$ cat config.mk
export PLATFORM = sky130hd
export DESIGN_NAME = plat_sysctl
export DESIGN_NICKNAME = d
export VERILOG_FILES = /design/src/rtl/plat_sysctl_pkg.sv /design/src/rtl/plat_sysctl_tick_cnt.sv /design/src/rtl/plat_sysctl_cfg_mbox.sv /design/src/rtl/plat_sysctl_rd_mux.sv /design/src/rtl/plat_sysctl.sv
export SDC_FILE = /design/constraint.sdc
export NUM_CORES = 1
export LEC_CHECK = 0
export BUFFER_PORTS_ARGS = -buffer_cell sky130_fd_sc_hd__buf_2
export CAP_MARGIN = 10
export CORE_MARGIN = 4
export CORE_UTILIZATION = 60
export DETAILED_ROUTE_END_ITERATION = 8
export PLACE_DENSITY = 0.91
export RECOVER_POWER = 50
export SYNTH_ARGS = -nofsm -noshare
export SYNTH_HDL_FRONTEND = slang
export SYNTH_SLANG_ARGS = --single-unit
$ cat constraint.sdc
create_clock -name clk_i -period 2.4 [get_ports clk_i]
set_input_delay 0.36 -clock clk_i [delete_from_list [all_inputs] [get_ports clk_i]]
set_output_delay 0.36 -clock clk_i [all_outputs]
set_load 0.05 [all_outputs]
$ cat src/rtl/plat_sysctl_pkg.sv
package plat_sysctl_pkg;
  localparam int DW = 32;
  localparam int AW = 8;
  localparam int NUM_OSC = 5;
  localparam int NUM_CNT = 2;
  localparam int LOCK_W = 16;

  localparam logic [AW-1:0] OFS_BOARD_ID  = 8'h00;
  localparam logic [AW-1:0] OFS_OSC_BASE  = 8'h0C;
  localparam logic [AW-1:0] OFS_LOCK      = 8'h20;
  localparam logic [AW-1:0] OFS_FLAGS     = 8'h30;
  localparam logic [AW-1:0] OFS_FLAGS_CLR = 8'h34;
  localparam logic [AW-1:0] OFS_FLASH     = 8'h4C;
  localparam logic [AW-1:0] OFS_LCD       = 8'h50;
  localparam logic [AW-1:0] OFS_CNT_BASE  = 8'h5C;
  localparam logic [AW-1:0] OFS_PROC_ID0  = 8'h84;
  localparam logic [AW-1:0] OFS_PROC_ID1  = 8'h88;
  localparam logic [AW-1:0] OFS_CFG_DATA  = 8'hA0;
  localparam logic [AW-1:0] OFS_CFG_CTRL  = 8'hA4;
  localparam logic [AW-1:0] OFS_CFG_STAT  = 8'hA8;

  localparam logic [DW-1:0] FLASH_WORD = 32'h0000_0000;
  localparam logic [DW-1:0] LCD_WORD   = 32'h0000_1F00;
  localparam logic [DW-1:0] OSC_WORDS [NUM_OSC] = '{
    32'h0001_2C5C, 32'h0000_2CC0, 32'h0000_2C75, 32'h0002_0211, 32'h0000_2C75
  };

  localparam logic [DW-1:0] HZ_24M = 32'd24_000_000;
  localparam logic [DW-1:0] HZ_25M = 32'd25_000_000;
  localparam logic [DW-1:0] HZ_35M = 32'd35_000_000;
  localparam logic [DW-1:0] HZ_40M = 32'd40_000_000;
  localparam logic [DW-1:0] HZ_50M = 32'd50_000_000;

  typedef struct packed {
    logic        start;
    logic        wr;
    logic [3:0]  ctl;
    logic [5:0]  fn;
    logic [1:0]  rsvd;
    logic [1:0]  site;
    logic [3:0]  pos;
    logic [11:0] dev;
  } cfg_req_t;

  // frequency for site 0/1; 0 for an unknown device
  function automatic logic [DW-1:0] clk_freq(input logic site1, input logic [11:0] dev);
    logic [DW-1:0] f;
    f = '0;
    if (!site1) begin
      case (dev)
        12'd0, 12'd1: f = HZ_25M;
        12'd2:        f = HZ_24M;
        default:      f = '0;
      endcase
    end else begin
      case (dev)
        12'd0, 12'd5:        f = HZ_50M;
        12'd4, 12'd7, 12'd8: f = HZ_40M;
        12'd6:               f = HZ_35M;
        default:             f = '0;
      endcase
    end
    return f;
  endfunction
endpackage

$ cat src/rtl/plat_sysctl_tick_cnt.sv
module plat_sysctl_tick_cnt #(
  parameter int W = 32
) (
  input  logic         clk_i,
  input  logic         rst_ni,
  input  logic         tick_i,
  output logic [W-1:0] cnt_o
);
  always_ff @(posedge clk_i or negedge rst_ni) begin
    if (!rst_ni)     cnt_o <= '0;
    else if (tick_i) cnt_o <= cnt_o + 1'b1;
  end


  step_chk: assert property (@(posedge clk_i) disable iff (!rst_ni)
    tick_i |=> cnt_o == W'($past(cnt_o) + 1'b1));

  hold_cnt_chk: assert property (@(posedge clk_i) disable iff (!rst_ni)
    !tick_i |=> $stable(cnt_o));
endmodule

$ cat src/rtl/plat_sysctl_cfg_mbox.sv
module plat_sysctl_cfg_mbox
  import plat_sysctl_pkg::*;
(
  input  logic          clk_i,
  input  logic          rst_ni,
  input  logic          data_we_i,
  input  logic          ctrl_we_i,
  input  logic [DW-1:0] wdata_i,
  output logic [DW-1:0] data_o
);
  cfg_req_t req;
  logic     serve;

  assign req   = cfg_req_t'(wdata_i);
  // qualifying read to a known site
  assign serve = ctrl_we_i && req.start && !req.wr && (req.ctl == '0) &&
                 (req.pos == '0) && (req.fn == 6'd1) && !req.site[1];

  always_ff @(posedge clk_i or negedge rst_ni) begin
    if (!rst_ni)        data_o <= '0;
    else if (data_we_i) data_o <= wdata_i;
    else if (serve)     data_o <= clk_freq(req.site[0], req.dev);
  end


  no_start_chk: assert property (@(posedge clk_i) disable iff (!rst_ni)
    (ctrl_we_i && !data_we_i && (!wdata_i[31] || wdata_i[30])) |=> $stable(data_o));

  far_site_chk: assert property (@(posedge clk_i) disable iff (!rst_ni)
    (ctrl_we_i && !data_we_i && wdata_i[17]) |=> $stable(data_o));

  direct_wr_chk: assert property (@(posedge clk_i) disable iff (!rst_ni)
    data_we_i |=> data_o == $past(wdata_i));
endmodule

$ cat src/rtl/plat_sysctl_rd_mux.sv
module plat_sysctl_rd_mux
  import plat_sysctl_pkg::*;
#(
  parameter logic [DW-1:0] PROC_ID0 = 32'h0,
  parameter logic [DW-1:0] PROC_ID1 = 32'h0,
  parameter logic [DW-1:0] BOARD_ID = 32'h0
) (
  input  logic [AW-1:0]     addr_i,
  input  logic [LOCK_W-1:0] lock_i,
  input  logic [DW-1:0]     flags_i,
  input  logic [DW-1:0]     cnt_i [NUM_CNT],
  input  logic [DW-1:0]     cfg_data_i,
  output logic [DW-1:0]     rdata_o
);
  always_comb begin
    rdata_o = '0;
    case (addr_i)
      OFS_BOARD_ID: rdata_o = BOARD_ID;
      OFS_PROC_ID0: rdata_o = PROC_ID0;
      OFS_PROC_ID1: rdata_o = PROC_ID1;
      OFS_LOCK:     rdata_o = {{(DW-LOCK_W){1'b0}}, lock_i};
      OFS_FLAGS:    rdata_o = flags_i;
      OFS_FLASH:    rdata_o = FLASH_WORD;
      OFS_LCD:      rdata_o = LCD_WORD;
      OFS_CFG_DATA: rdata_o = cfg_data_i;
      OFS_CFG_CTRL: rdata_o = '0;
      OFS_CFG_STAT: rdata_o = 32'd1;
      default:      rdata_o = '0;
    endcase
    for (int i = 0; i < NUM_OSC; i++)
      if (addr_i == OFS_OSC_BASE + AW'(4 * i)) rdata_o = OSC_WORDS[i];
    for (int i = 0; i < NUM_CNT; i++)
      if (addr_i == OFS_CNT_BASE + AW'(4 * i)) rdata_o = cnt_i[i];
  end
endmodule

$ cat src/rtl/plat_sysctl.sv
module plat_sysctl
  import plat_sysctl_pkg::*;
#(
  parameter logic [DW-1:0] PROC_ID0 = 32'h0C00_0191,
  parameter logic [DW-1:0] PROC_ID1 = 32'hFF00_0000,
  parameter logic [DW-1:0] BOARD_ID = 32'h0178_0500
) (
  input  logic          clk_i,
  input  logic          rst_ni,
  input  logic          req_i,
  input  logic          we_i,
  input  logic [AW-1:0] addr_i,
  input  logic [DW-1:0] wdata_i,
  input  logic          tick24_i,
  input  logic          tick100_i,
  output logic          rvalid_o,
  output logic [DW-1:0] rdata_o
);
  logic              wr_en, rd_en;
  logic [LOCK_W-1:0] lock_q;
  logic [DW-1:0]     flags_q;
  logic [DW-1:0]     cfg_data;
  logic [DW-1:0]     cnt [NUM_CNT];
  logic [NUM_CNT-1:0] ticks;
  logic [DW-1:0]     rd_data;

  assign wr_en = req_i && we_i;
  assign rd_en = req_i && !we_i;
  assign ticks = {tick100_i, tick24_i};

  always_ff @(posedge clk_i or negedge rst_ni) begin
    if (!rst_ni) begin
      lock_q  <= '0;
      flags_q <= '0;
    end else if (wr_en) begin
      if (addr_i == OFS_LOCK)      lock_q  <= wdata_i[LOCK_W-1:0];
      if (addr_i == OFS_FLAGS)     flags_q <= wdata_i;
      if (addr_i == OFS_FLAGS_CLR) flags_q <= '0;
    end
  end

  for (genvar g = 0; g < NUM_CNT; g++) begin : g_cnt
    plat_sysctl_tick_cnt #(.W(DW)) i_cnt (
      .clk_i  (clk_i),
      .rst_ni (rst_ni),
      .tick_i (ticks[g]),
      .cnt_o  (cnt[g])
    );
  end

  plat_sysctl_cfg_mbox i_mbox (
    .clk_i     (clk_i),
    .rst_ni    (rst_ni),
    .data_we_i (wr_en && addr_i == OFS_CFG_DATA),
    .ctrl_we_i (wr_en && addr_i == OFS_CFG_CTRL),
    .wdata_i   (wdata_i),
    .data_o    (cfg_data)
  );

  plat_sysctl_rd_mux #(
    .PROC_ID0 (PROC_ID0),
    .PROC_ID1 (PROC_ID1),
    .BOARD_ID (BOARD_ID)
  ) i_rd_mux (
    .addr_i     (addr_i),
    .lock_i     (lock_q),
    .flags_i    (flags_q),
    .cnt_i      (cnt),
    .cfg_data_i (cfg_data),
    .rdata_o    (rd_data)
  );

  always_ff @(posedge clk_i or negedge rst_ni) begin
    if (!rst_ni) begin
      rvalid_o <= 1'b0;
      rdata_o  <= '0;
    end else begin
      rvalid_o <= rd_en;
      rdata_o  <= rd_en ? rd_data : '0;
    end
  end


  rvalid_chk: assert property (@(posedge clk_i) disable iff (!rst_ni)
    rd_en |=> rvalid_o);

  no_rvalid_chk: assert property (@(posedge clk_i) disable iff (!rst_ni)
    !rd_en |=> !rvalid_o);

  flags_clr_chk: assert property (@(posedge clk_i) disable iff (!rst_ni)
    (wr_en && addr_i == OFS_FLAGS_CLR) |=> flags_q == '0);

  lock_wr_chk: assert property (@(posedge clk_i) disable iff (!rst_ni)
    (wr_en && addr_i == OFS_LOCK) |=> lock_q == $past(wdata_i[LOCK_W-1:0]));

  stat_rd_chk: assert property (@(posedge clk_i) disable iff (!rst_ni)
    (rd_en && addr_i == OFS_CFG_STAT) |=> rdata_o == 32'd1);
endmodule

; ---- Word level (Yosys, flattened, before mapping)
; Cells that the tools add are included.
[word_totals]
regBits = 177
latch_bits = 0
mem_bits_rw = 0
romBits = 0
inputBits = 46
output_inout_bits = 33
elab_cells = 73
memories = 0
[op_classes]
addsub = 2
n_mul = 0
div = 0
n_lt_le_gt_ge = 0
eq_ne = 24
n_shift = 0
n_mux = 16
bitwise = 0
reduce_logical = 24
[op_table]
columns = cell, n
row1 = $mux W32, 13
row2 = $pmux W32 S8, 1
row3 = $pmux W26 S3, 1
row4 = $add A32 B1 Y32 const B, 2
row5 = $pmux W25 S2, 1
row6 = $eq A12 B3 Y1 const B, 4
row7 = $eq A8 B8 Y1 const B, 5
row8 = $eq A8 B5 Y1 const B, 4
row9 = $eq A8 B6 Y1 const B, 3
row10 = $eq A8 B7 Y1 const B, 3
row11 = $eq A12 B1 Y1 const B, 1
row12 = $eq A12 B2 Y1 const B, 1
row13 = $eq A12 B4 Y1 const B, 1
row14 = $logic_not A12 Y1, 1
row15 = $logic_and A1 B1 Y1, 10
row16 = $eq A8 B4 Y1 const B, 1
row17 = $logic_not A4 Y1, 2
row18 = $logic_not A8 Y1, 1
row19 = $eq A6 B1 Y1 const B, 1
row20 = $reduce_and A2 Y1, 2
row21 = $reduce_bool A2 Y1, 2
row22 = $reduce_or A2 Y1, 2
row23 = $logic_not A1 Y1, 3
row24 = $reduce_or A3 Y1, 1

; ---- Logic depth before layout (Yosys ltp)
[depth]
depth_word = 10
ltp_mapped = 8
depth_no_buf = 6

; ---- Cells and area by module
; Synthesis repeated with hierarchy kept, for this count alone.
[unflattened]
hier_cells = 920
hier_area_um2 = 9427.8
[by_module_without_submodules]
columns = mod, n_inst, cells_each, area_each_um2, seq_area_each_um2
row1 = plat_sysctl, 1, 214, 3183.1, 2026.9
row2 = plat_sysctl_tick_cnt, 2, 123, 1448.9, 800.8
row3 = plat_sysctl_cfg_mbox, 1, 208, 1844.3, 800.8
row4 = plat_sysctl_rd_mux, 1, 252, 1502.7, 0.0

; ---- Least setup slack after synthesis
; Ideal clock, no wire load.
[synth_timing]
path_kind = input to register
startpoint = in addr_i[2]
endpoint = reg i_mbox.data_o[16]
setup_time_ps = 69
arrival_time_ps = 2104
required_ps = 2331
slack_ps = 227
path_stages = 5
n_path_buf = 1
path_cell_list = buf_2 > or4b_4 > or4_1 > or4_1 > nand3_1
[synth_between]
elab_chain_len = 9
word_cells_on_any_way = 12
cone_classes = eq/ne (2) / mux (1) / reduce/logical (9)
[synth_rtl]
columns = element, line_no
row1 = from (decl), plat_sysctl.sv:12  ; input logic [AW-1:0] addr_i,
row2 = $eq A8 B8 Y1, plat_sysctl.sv:55  ; .ctrl_we_i (wr_en && addr_i == OFS_CFG_CTRL),
row3 = $logic_and A1 B1 Y1, plat_sysctl.sv:55
row4 = $logic_and A1 B1 Y1 (4 in a row), plat_sysctl_cfg_mbox.sv:16  ; assign serve = ctrl_we_i && req.start && !req.wr && (req.ctl == '0) &&
row5 = $logic_and A1 B1 Y1 (2 in a row), plat_sysctl_cfg_mbox.sv:17  ; (req.pos == '0) && (req.fn == 6'd1) && !req.site[1];
row6 = $reduce_bool A2 Y1 (no line), --
row7 = to (signal assigned), plat_sysctl_cfg_mbox.sv:21  ; else if (data_we_i) data_o <= wdata_i;
row8 = to (signal assigned), plat_sysctl_cfg_mbox.sv:22  ; else if (serve) data_o <= clk_freq(req.site[0], req.dev);
row9 = to (decl), plat_sysctl_cfg_mbox.sv:9  ; output logic [DW-1:0] data_o
; Parallel ways exist; a longest one is shown, timed or not.
; A chain may end at the register's enable or synchronous reset.

; ---- Final worst setup path
[layout_timing]
startpoint = reg g_cnt[0].i_cnt.cnt_o[0]
endpoint = reg g_cnt[0].i_cnt.cnt_o[22]
[layout_between]
elab_chain_len = 1
[layout_rtl]
columns = element, line_no
row1 = from (decl), plat_sysctl_tick_cnt.sv:7  ; output logic [W-1:0] cnt_o
row2 = from (signal assigned), plat_sysctl_tick_cnt.sv:11  ; else if (tick_i) cnt_o <= cnt_o + 1'b1;
row3 = $add A32 B1 Y32, plat_sysctl_tick_cnt.sv:11
; Every way passes these cells.

==> impl_metrics.py <==
metrics = {
    "critical_path": {
        "timing.critical_path.from_type": "register",
        "r2r.worst_path.cells": 6,
        "worst_setup_path_end_kind": "register",
        "cp_data_arrival_time_ps": 2520,
        "cp-endpoint": "g_cnt[0].i_cnt.cnt_o[22]",
        "r2r_setup_slack_ps": 200,
        "reg2reg_to": "g_cnt[0].i_cnt.cnt_o[22]",
        "critPathKind": "register to register",
        "cp_max_fo": 4,
        "critical_path_required_ps": 2720,
        "crit_start": "g_cnt[0].i_cnt.cnt_o[0]",
        "r2r-start": "g_cnt[0].i_cnt.cnt_o[0]",
    },
    "job": {
        "drv_cap": 0,
    },
    "clock_tree": {
        "cts_buffers": 17,
        "clock_latency_ps": 440,
        "cts_root_buf": "clkbuf_16",
        "clockBufferDepth": 2,
        "cts_setup_buffers": 0,
        "cts-htree-levels": 4,
        "cts_tree": "built",
        "clk_pin_slew_ps": 70,
        "cts.sinks": 177,
    },
    "drt": {
        "antenna_left": 0,
        "routedWlPerCell_um": 21.6,
        "dr_total_vias": 7801,
        "via_per_inst": 6.67,
        "drt-total-wl_mm": 25.3,
        "dr.pass1.iters": 8,
        "drt_iter0_markers": 1303,
        "route.detailed.drc": 0,
    },
    "pwr": {
        "vdd_ir_drop_max_mv": 0.479,
        "internal-power_uw": 5260,
        "combPwrFrac_pct": 8.3,
        "swShare_pct": 25.3,
        "power_density_mw_per_mm2": 702,
        "total_power_uw": 7040,
        "p_clk_share_pct": 43.9,
        "p_leak_uw": 0.00466,
        "p_sw_uw": 1780,
        "seq_power_share_pct": 47.8,
    },
    "sta": {
        "clock-skew-final_ps": 5.34,
        "drv_slew": 0,
        "rsz0062_at_grt": "no",
        "clock.fmax_mhz": 456,
        "setup_ws_ps": 205,
        "post-route-period-util_pct": 91.5,
        "finalHoldViolCount": 0,
        "period_needed_ps": 2200,
        "slew_headroom_pct": 38.4,
        "setup-tns-final_ps": 0,
        "worst_pin_slew_ps": 924,
        "setup_viol": 0,
    },
    "grt": {
        "overflow": 0,
        "grt_pass1_vias": 7515,
        "grt_pass1_wl_mm": 40.7,
        "grt_max_degree": 69,
        "grt_use_total_pct": 32.2,
        "antenna_found_initial": 0,
    },
    "logic_synthesis": {
        "netlist-cell-type-count": 60,
        "synthesis.area_mm2": 0.00852,
        "synth_edf_count": 0,
        "synth_nets": 925,
        "synth_top_area_share_pct": 52.0,
        "avgSynthCellArea_um2": 9.72,
        "synth.largest_area_cell": "dfrtp_1",
        "yosys-top-cells-area": "dfrtp_1 (52%), nand2_1 (6.7%), xnor2_1 (4.9%)",
        "ys_seq_elements": 177,
        "yosysSeqAreaShare_pct": 52.0,
        "yosys_warnings": 0,
        "netlist_instances": 877,
        "synthFlopType": "dfrtp_1",
        "async_reset_ff_share_pct": 100,
    },
    "floorplanning": {
        "start_util_pct": 61.4,
        "std_cell_rows": 43,
        "ioPinCount": 79,
        "die_x_um": 127,
        "fp.dieH_um": 127,
        "core_area_mm2": 0.0139,
        "die_area_mm2": 0.0162,
    },
    "final_layout": {
        "final_cell_mix": "dfrtp_1 (177), nand2_1 (153), o21ai_0 (78)",
        "final_core_util_pct": 72.2,
        "area_growth_syn_to_layout_pct": 17.6,
        "n_antenna_cell": 0,
        "drive_gt1_share_pct": 19.4,
        "stdcell_area_mm2": 0.0100,
        "layout_commonest_cell": "dfrtp_1",
        "fin_nets": 1025,
        "num-fill-cells": 979,
    },
    "place": {
        "routabilityCongestion": 0.988,
        "placed_area_mm2": 0.00939,
        "portBuffers": 78,
        "pre_cts_slack_ps": 20.2,
        "dp_hpwl_mm": 17.6,
    },
    "outcome": {
        "status": "finished, final reports clean",
    },
    "min_path": {
        "hold_class": "primary input to register",
    },
}
through the flow:
step	hold slack [ps]	cells
2_1_floorplan	64.4	877
3_3_place_gp	278	1137
3_5_place_dp	280	1137
4_1_cts	158	1170
5_1_grt	176	1170
6_report	167	1170
flip-flops by register name, summed over array words and instances (netlist names):
signal             flops
rdata_o               32
rvalid_o               1
g_cnt.i_cnt.cnt_o     64
i_mbox.data_o         32
flags_q               32
lock_q                16
Yosys cell counts (13+ instances only):
master,n
nor2_1,39
inv_1,13
dfrtp_1,177
a222oi_1,14
a21oi_1,31
o21ai_0,78
xor2_1,19
clkbuf_1,41
nand4_1,33
nand2_1,153
mux2_2,19
and3_1,16
xnor2_1,48
nand3_1,30
timing repair:
action	4_1_cts	5_1_grt
endpoints found under the hold margin	33	0
resized for setup	0	0
hold buffers	1	0
worst min path at each step:
stage | from | slack [ps] | cells past startpoint | to
floorplan | rst_ni | 60 | 0 | flags_q[0]
global placement | rst_ni | 280 | 1 | i_mbox.data_o[28]
detailed placement | rst_ni | 280 | 1 | flags_q[19]
CTS | wdata_i[30] | 160 | 3 | i_mbox.data_o[30]
global route | tick100_i | 180 | 2 | g_cnt[1].i_cnt.cnt_o[0]
finish | wdata_i[19] | 170 | 3 | i_mbox.data_o[19]
cells by family after synthesis:
kind of cell / Yosys count / synth area share, %
AO/OA/AOI/OAI: 197 / 14.9
AND/OR/NAND/NOR: 345 / 19.9
buffers and inverters: 68 / 3.32
XOR/XNOR: 67 / 6.88
flip-flops: 177 / 52.0
multiplexers: 20 / 2.63
adder cells (fa/ha/maj): 3 / 0.411
power groups by stage:
stage | clock [uW] | combinational, uW | sequential, uW
floorplan | 0 | 329 | 3350
global placement | 0 | 546 | 3390
detailed placement | 0 | 580 | 3400
CTS | 3100 | 586 | 3350
global route | 3220 | 641 | 3380
finish | 3090 | 581 | 3370
worst max-delay path: stages, from the launching register on:
cell and delay [ps]:
dfrtp_1 430, ha_1 220, nand3_1 120, or4_1 630, nor3_1 360, nand4_1 170
xnor2_1 150
layout make-up:
| cell class | count | area (um^2) | share of cell area, % |
|---|---|---|---|
| Timing Repair Buffer | 136 | 858 | 8.56 |
| Clock inverter | 14 | 225 | 2.25 |
| Tap cell | 180 | 225 | 2.25 |
| Sequential cell | 177 | 4430 | 44.2 |
| Inverter | 13 | 48.8 | 0.487 |
| Multi-Input combinational cell | 632 | 3810 | 38.0 |
| Clock buffer | 18 | 429 | 4.28 |
layer usage:
layer / vias up / GRT usage [%] / wire (um)
li1: 3347 / - / -
met1: 3759 / 45.0 / 9630
met2: 599 / 49.8 / 11600
met3: 96 / 5.85 / 2880
met4: 0 / 14.3 / 1170
met5: - / 0 / 0
(Power assumes the default switching activity.)
